**src/rtl/rdshake_link.sv**
```systemverilog
module rdshake_link #(
  parameter int W        = 16,
  parameter int STEP_CYC = 4,
  parameter int ACC_CYC  = 20
) (
  input  logic         clk,
  input  logic         rst_n,
  input  logic         start_i,
  input  logic [W-1:0] addr_i,
  output logic         busy_o,
  output logic         done_o,
  output logic [W-1:0] rdata_o,
  output logic         read_req_o,
  output logic         ack_o,
  output logic         data_rdy_o,
  output logic [W-1:0] bus_o
);

  localparam int SW = $clog2(STEP_CYC + 1);
  localparam int AW = $clog2(ACC_CYC + 1);
  localparam logic [SW-1:0] STEP_LAST = SW'(STEP_CYC - 1);
  localparam logic [AW-1:0] ACC_LOAD  = AW'(ACC_CYC);

  typedef enum logic [2:0] {Q_IDLE, Q_SETUP, Q_WAIT_ACK, Q_WAIT_DATA, Q_WAIT_DROP} q_t;
  typedef enum logic [2:0] {M_IDLE, M_HOLD_ACK, M_ACCESS, M_DRIVE, M_WAIT_ACK, M_WAIT_REL} m_t;

  q_t          q_st;
  logic [SW-1:0] q_cnt;
  logic [W-1:0]  q_addr, q_data;
  logic        q_req, q_ack, q_drv, q_done;
  logic [1:0]  q_ack_s, q_rdy_s;
  logic        q_cond, q_fire;

  m_t          m_st;
  logic [SW-1:0] m_cnt;
  logic [AW-1:0] m_acc;
  logic [W-1:0]  m_word;
  logic        m_ack, m_rdy, m_drv;
  logic [1:0]  m_req_s, m_ack_s;
  logic        m_cond, m_fire;

  logic         ack_line;
  logic [W-1:0] bus;

  assign ack_line   = q_ack | m_ack;
  assign bus        = q_drv ? q_addr : (m_drv ? m_word : '0);
  assign bus_o      = bus;
  assign read_req_o = q_req;
  assign ack_o      = ack_line;
  assign data_rdy_o = m_rdy;
  assign rdata_o    = q_data;
  assign done_o     = q_done;
  assign busy_o     = (q_st != Q_IDLE) || (m_st != M_IDLE) || q_req || ack_line || m_rdy;

  // requester side
  always_ff @(posedge clk or negedge rst_n) begin
    if (!rst_n) begin
      q_ack_s <= '0;
      q_rdy_s <= '0;
    end else begin
      q_ack_s <= {q_ack_s[0], ack_line};
      q_rdy_s <= {q_rdy_s[0], m_rdy};
    end
  end

  always_comb begin
    case (q_st)
      Q_SETUP:     q_cond = 1'b1;
      Q_WAIT_ACK:  q_cond = q_ack_s[1];
      Q_WAIT_DATA: q_cond = q_rdy_s[1];
      Q_WAIT_DROP: q_cond = !q_rdy_s[1];
      default:     q_cond = 1'b0;
    endcase
  end
  assign q_fire = q_cond && (q_cnt == STEP_LAST);

  always_ff @(posedge clk or negedge rst_n) begin
    if (!rst_n) begin
      q_st   <= Q_IDLE;
      q_cnt  <= '0;
      q_addr <= '0;
      q_data <= '0;
      q_req  <= 1'b0;
      q_ack  <= 1'b0;
      q_drv  <= 1'b0;
      q_done <= 1'b0;
    end else begin
      q_done <= 1'b0;
      q_cnt  <= (q_cond && !q_fire) ? q_cnt + 1'b1 : '0;
      case (q_st)
        Q_IDLE: if (start_i && !busy_o) begin
          q_addr <= addr_i;
          q_drv  <= 1'b1;
          q_st   <= Q_SETUP;
        end
        Q_SETUP: if (q_fire) begin
          q_req <= 1'b1;
          q_st  <= Q_WAIT_ACK;
        end
        Q_WAIT_ACK: if (q_fire) begin
          q_req <= 1'b0;
          q_drv <= 1'b0;
          q_st  <= Q_WAIT_DATA;
        end
        Q_WAIT_DATA: if (q_fire) begin
          q_data <= bus;
          q_ack  <= 1'b1;
          q_st   <= Q_WAIT_DROP;
        end
        Q_WAIT_DROP: if (q_fire) begin
          q_ack  <= 1'b0;
          q_done <= 1'b1;
          q_st   <= Q_IDLE;
        end
        default: q_st <= Q_IDLE;
      endcase
    end
  end

  // responder side
  always_ff @(posedge clk or negedge rst_n) begin
    if (!rst_n) begin
      m_req_s <= '0;
      m_ack_s <= '0;
    end else begin
      m_req_s <= {m_req_s[0], q_req};
      m_ack_s <= {m_ack_s[0], ack_line};
    end
  end

  always_comb begin
    case (m_st)
      M_IDLE:     m_cond = m_req_s[1];
      M_HOLD_ACK: m_cond = !m_req_s[1];
      M_ACCESS:   m_cond = (m_acc == '0);
      M_DRIVE:    m_cond = 1'b1;
      M_WAIT_ACK: m_cond = m_ack_s[1];
      M_WAIT_REL: m_cond = !m_ack_s[1];
      default:    m_cond = 1'b0;
    endcase
  end
  assign m_fire = m_cond && ((m_st == M_ACCESS) || (m_st == M_WAIT_REL) || (m_cnt == STEP_LAST));

  always_ff @(posedge clk or negedge rst_n) begin
    if (!rst_n) begin
      m_st   <= M_IDLE;
      m_cnt  <= '0;
      m_acc  <= '0;
      m_word <= '0;
      m_ack  <= 1'b0;
      m_rdy  <= 1'b0;
      m_drv  <= 1'b0;
    end else begin
      m_cnt <= (m_cond && !m_fire) ? m_cnt + 1'b1 : '0;
      if (m_acc != '0) m_acc <= m_acc - 1'b1;
      case (m_st)
        M_IDLE: if (m_fire) begin
          m_word <= ~bus;
          m_acc  <= ACC_LOAD;
          m_ack  <= 1'b1;
          m_st   <= M_HOLD_ACK;
        end
        M_HOLD_ACK: if (m_fire) begin
          m_ack <= 1'b0;
          m_st  <= M_ACCESS;
        end
        M_ACCESS: if (m_fire) begin
          m_drv <= 1'b1;
          m_st  <= M_DRIVE;
        end
        M_DRIVE: if (m_fire) begin
          m_rdy <= 1'b1;
          m_st  <= M_WAIT_ACK;
        end
        M_WAIT_ACK: if (m_fire) begin
          m_rdy <= 1'b0;
          m_drv <= 1'b0;
          m_st  <= M_WAIT_REL;
        end
        M_WAIT_REL: if (m_fire) m_st <= M_IDLE;
        default: m_st <= M_IDLE;
      endcase
    end
  end

  p_single_driver_r7: assert property (@(posedge clk) disable iff (!rst_n)
    !(q_drv && m_drv));
  p_ack_answers_req_r3: assert property (@(posedge clk) disable iff (!rst_n)
    $rose(m_ack) |-> q_req);
  p_req_drops_on_ack_r3: assert property (@(posedge clk) disable iff (!rst_n)
    $fell(q_req) |-> m_ack);
  p_ack_drops_after_release_r3: assert property (@(posedge clk) disable iff (!rst_n)
    $fell(m_ack) |-> (!q_req && !q_drv));
  p_rdy_after_addr_phase_r5: assert property (@(posedge clk) disable iff (!rst_n)
    $rose(m_rdy) |-> (!q_req && !ack_line && m_acc == '0));
  p_rdy_drops_on_ack_r5: assert property (@(posedge clk) disable iff (!rst_n)
    $fell(m_rdy) |-> q_ack);
  p_capture_word_r4: assert property (@(posedge clk) disable iff (!rst_n)
    $rose(q_ack) |-> (q_data == m_word));
  p_done_lines_low_r8: assert property (@(posedge clk) disable iff (!rst_n)
    q_done |-> (!q_req && !m_rdy && !ack_line));
  p_done_pulse_r8: assert property (@(posedge clk) disable iff (!rst_n)
    q_done |=> !q_done);

endmodule

```
**config.mk**
```make
export PLATFORM = sky130hd
export DESIGN_NAME = rdshake_link
export DESIGN_NICKNAME = d
export VERILOG_FILES = /design/src/rtl/rdshake_link.sv
export SDC_FILE = /design/constraint.sdc
export NUM_CORES = 1
export LEC_CHECK = 0
export ABC_AREA = 1
export CORE_ASPECT_RATIO = 1.5
export CORE_UTILIZATION = 53
export DETAILED_ROUTE_END_ITERATION = 7
export GPL_TIMING_DRIVEN = 0
export PLACE_DENSITY = 0.79
export SETUP_SLACK_MARGIN = 0.5
export SLEW_MARGIN = 20
export SYNTH_ARGS = -nofsm -noshare
export SYNTH_HDL_FRONTEND = slang
export SYNTH_SLANG_ARGS = --single-unit
```
**constraint.sdc**
```tcl
create_clock -name clk -period 2.3 [get_ports clk]
set_input_delay 0.46 -clock clk [delete_from_list [all_inputs] [get_ports clk]]
set_output_delay 0.46 -clock clk [all_outputs]
set_load 0.03 [all_outputs]
```
Yosys cells after proc, flatten, opt, wreduce, memory -nomap -nowiden
Index checks and enable logic that the tools add are counted.

storage, ports and cells
  input bits = 19
  output and inout bits = 37
  word-level logic and storage cells = 121
  register bits after elaboration = 80

operators by class
  equal/unequal tests = 22
  bitwise gates (word level) = 2
  mux-type cells = 35
  add/sub/neg operators = 3
  reduce and logical (&&, ||, !) cells = 40

operators by type and width
  cell                                                 count
  two-way mux 3 bit                                    13
  two-way mux 16 bit                                   2
  != test 2 bit, second input constant                 11
  equality test 3 x 2 -> 1 bit, second input constant  6
  case mux 3 bit (6 select lines)                      1
  AND reduction 3 bit                                  6
  inverter 16 bit                                      1
  two-way mux 5 bit                                    3
  case mux 3 bit (5 select lines)                      1
  case mux 1 bit (2 select lines)                      6
  nonzero test 2 bit                                   6
  equality test 3 bit, second input constant           3
  two-way mux 1 bit                                    7
  adder 3 x 1 -> 3 bit, second input constant          2
  equality test 3 x 1 -> 1 bit, second input constant  2
  logical NOT 1 bit                                    6
  logical NOT 3 bit                                    2
  logical OR 1 bit                                     6
  case mux 1 bit (6 select lines)                      1
  AND reduction 2 bit                                  3
  AND reduction 6 bit                                  1
  nonzero test 3 bit                                   2
  logical AND 1 bit                                    5
  logical NOT 5 bit                                    1
  other kinds (5)                                      5

Depth between registers and ports, before layout
  word-level depth = 9
  gate-level depth with buffers = 13

Worst setup path after synthesis
OpenSTA, ideal clock, no wires.

  path kind = reg2out
  from = register q_drv
  to = output bus_o[10]
  required time = 1840 ps
  arrival time = 1262 ps
  stages on the path, launching flop included = 7
  buffers on the path = 2
  path slack = 578 ps
  path through = dfrtp_1 > buf_2 > inv_1 > nand2_1 > clkbuf_1 > o21a_1 > inv_1

between the ends
  longest elaborated chain between the ends = 1

RTL lines
  element                 RTL line  RTL
  from (decl)             30        logic q_req, q_ack, q_drv, q_done;
  from (signal assigned)  85        q_drv <= 1'b0;
  from (signal assigned)  93        q_drv <= 1'b1;
  from (signal assigned)  102       q_drv <= 1'b0;
  two-way mux 16 bit      46        assign bus = q_drv ? q_addr : (m_drv ? m_word : '0);
  to (decl)               16        output logic [W-1:0] bus_o

No other way between the ends.

Worst setup path in the final report
  from = register q_drv
  to = output bus_o[11]

The elaborated chain is that of the path after synthesis.

==> results.json <==
{
  "max_cap_viol_count": 0,
  "antenna_found_initial": 0,
  "synth-seq-cells": 78,
  "pwr-share-comb": 0.025,
  "htree_num_levels": 3,
  "path_common_cell": "buf_6",
  "syn_nets": 433,
  "vias": 3264,
  "worst_pin_slew_ps": 448,
  "drive_above_1_share": 0.315,
  "start_util": 0.559,
  "wl_um": 9970,
  "drc": 0,
  "wl_per_cell_um": 16.5,
  "maxSlewViolCount": 0,
  "synth_enable_flop_cells": 0,
  "seqPwrFrac": 0.511,
  "period_needed_ps": 2060,
  "crit_required_ps": 1840,
  "ys_seq_area_frac": 0.561,
  "slew-limit-headroom": 0.700,
  "max_stage_delay_ps": 390,
  "dp.cells": 538,
  "synth_warnings": 0,
  "slowest_stage": "dfrtp_1",
  "power.total_mw": 2.68,
  "cts_num_sinks": 78,
  "synth_ff_type": "dfrtp_1",
  "final_util": 0.819,
  "die_h_um": 101,
  "syn_inst": 408,
  "min_path_type": "flip-flop to flip-flop",
  "period_share": 0.894,
  "rsz0062_at_grt": "true",
  "clk_pin_slew_worst_paths_ps": 80,
  "root_buffer": "clkbuf_8",
  "holdWs_ps": 358,
  "synth_area_sq_mm": 0.00348,
  "cts_tree": "yes",
  "grt_max_degree": 56,
  "final_cells": 605,
  "crit_chain": "buf_6 -> inv_6 -> nand2_8 -> buf_8 -> o21a_1 -> inv_1 -> buf_6",
  "p_sw_frac": 0.208,
  "grt_pass1_vias": 3138,
  "p_leak_nw": 2.70,
  "hpwlAfterDp_um": 5160,
  "ios": 56,
  "async_flop_share": 1.00,
  "vdd_drop_max_mv": 0.485,
  "p_sw_mw": 0.559,
  "nNetsFinal": 551,
  "firstDrtPassIters": 6,
  "endpoint_kind": "output pin",
  "syn_avg_cell_area_sq_um": 8.52,
  "setup_viol": 0,
  "grt.total_usage": 0.280,
  "die_w_um": 68.1,
  "clock_latency_ps": 370,
  "num_antenna_cells": 0,
  "cts_buffers": 9,
  "vias_per_cell": 5.40,
  "p_int_mw": 2.12,
  "clock_skew_ps": 11.5,
  "path_class": "flip-flop to output pin",
  "die_area_sq_mm": 0.00690,
  "grt_pass1_wl_um": 14000,
  "cts.path.max_buffers": 2,
  "worstPathArrival_ps": 1600,
  "finalHoldViolCount": 0,
  "worst_setup_path_start_kind": "flip-flop",
  "synth.distinct_cells": 24,
  "overflow": 0,
  "clockPowerShare": 0.464,
  "drt_iter0_drc": 247,
  "port_buffers": 55,
  "critPathMaxFanout": 8,
  "ant_nets": 0,
  "coreArea_sq_mm": 0.00622,
  "status": "complete, no violations",
  "fmax_mhz": 486,
  "p_per_area_mw_per_mm2": 526,
  "gp_congestion": 0.776,
  "area_growth_pct": 46.5,
  "num_rows": 35
}
[synth_stat cells (3+ instances only)]
cell      instances  area [sq um]
o21a_1           16           120
inv_1            84           315
o21ai_0          62           310
clkbuf_1          3          11.3
buf_2             6          30.0
nand3_1           9          45.0
dfrtp_1          78          1950
nand2_2           3          18.8
nor3_1            3          15.0
a21oi_1           5          25.0
ha_1              6          75.1
nor2_1           24          90.1
nand2_1          98           368
[routing by layer]
layer / routed length (um) / global-route usage / up-vias
met4: 516 / 0.155 / 0
met1: 3590 / 0.304 / 1574
li1: - / - / 1502
met5: 0 / 0 / -
met3: 508 / 0.0619 / 43
met2: 5360 / 0.488 / 145
[layout make-up]
class / instances / area [sq um]
plain buffers: 12 / 108
clock buffers: 10 / 128
clock inverters: 6 / 110
fillers: 341 / 1120
inverters: 84 / 328
multi-input cells: 234 / 1370
flip-flops and latches: 78 / 1960
well taps: 74 / 92.6
repair buffers: 107 / 1010
[registers in the layout (all words and copies together), names as in the netlist, 2 cells and up]
signal,cells
m_word,16
q_addr,16
rdata_o,16
m_acc,5
m_cnt,3
m_st,3
q_cnt,3
q_st,3
m_ack_s,2
m_req_s,2
q_rdy_s,2
[cells in the final DEF, fill, tap and decap left out, drive strengths merged, types with 2 or more instances in the layout]
cell type	netlist	layout
nor3	3	3
nand2	101	101
ha	6	6
dlygate4sd2	0	19
bufinv	0	3
clkbuf	4	12
a21oi	5	5
o21ai	62	62
inv	84	84
clkdlybuf4s50	0	17
nand3	10	10
o21a	16	16
buf	8	79
nor2	26	26
clkinvlp	0	2
dfrtp	78	78
[metrics by stage]
step	TNS, ps	setup slack, ps	instance area, sq um
after floorplan	0	578	3480
after global placement	-145960	-1860	4120
after detailed placement	-1510	-173	4150
after CTS	0	271	4680
after global routing	0	210	5090
final	0	243	5090
[critical path: cells and delay by family, from the launching register on]
kind,cells,cell delay [ps]
buffers and inverters,5,570
flip-flops,1,390
AO/OA/AOI/OAI,1,200
AND/OR/NAND/NOR,1,80
[final timing paths]
kind / endpoint / cells past startpoint / startpoint / slack, ps
setup / recovery: bus_o[11] / 7 / q_drv / 240
hold / removal: m_ack_s[1] / 0 / m_ack_s[0] / 360
setup reg to reg: m_st[0] / 11 / m_st[2] / 400
min in group asynchronous: rdata_o[2] / 2 / rst_n / 530
hold reg to reg: m_ack_s[1] / 0 / m_ack_s[0] / 360
max in group asynchronous: q_st[1] / 3 / rst_n / 1180
[timing repair]
action / 4_1_cts / 5_1_grt
pin swaps: 19 / 23
endpoints found under the hold margin: 16 / 0
setup endpoints to repair: 72 / 68
cloned: 3 / 1
gates resized for setup: 170 / 104
setup buffers: 23 / 23
hold buffers: 1 / 0
[power by group through the flow]
stage          sequential, mW  clock (mW)  combinational (mW)
5_1_grt                  1.37        1.30              0.0770
4_1_cts                  1.37        1.24              0.0685
6_report                 1.37        1.25              0.0667
3_3_place_gp             1.40           0              0.0609
3_5_place_dp             1.40           0              0.0670
2_1_floorplan            1.40           0             0.00429
[logic make-up (layout without fill, tap and decap cells)]
| logic type | Yosys count | in the layout | share of synthesized area |
|---|---|---|---|
| compound gates | 85 | 85 | 0.135 |
| flops | 78 | 78 | 0.561 |
| buf+inv | 96 | 219 | 0.109 |
| fa+ha+maj | 6 | 6 | 0.0216 |
| simple gates | 142 | 142 | 0.170 |
| xor+xnor | 1 | 1 | 0.00252 |
No activity file was read; power rests on OpenSTA's default activity.
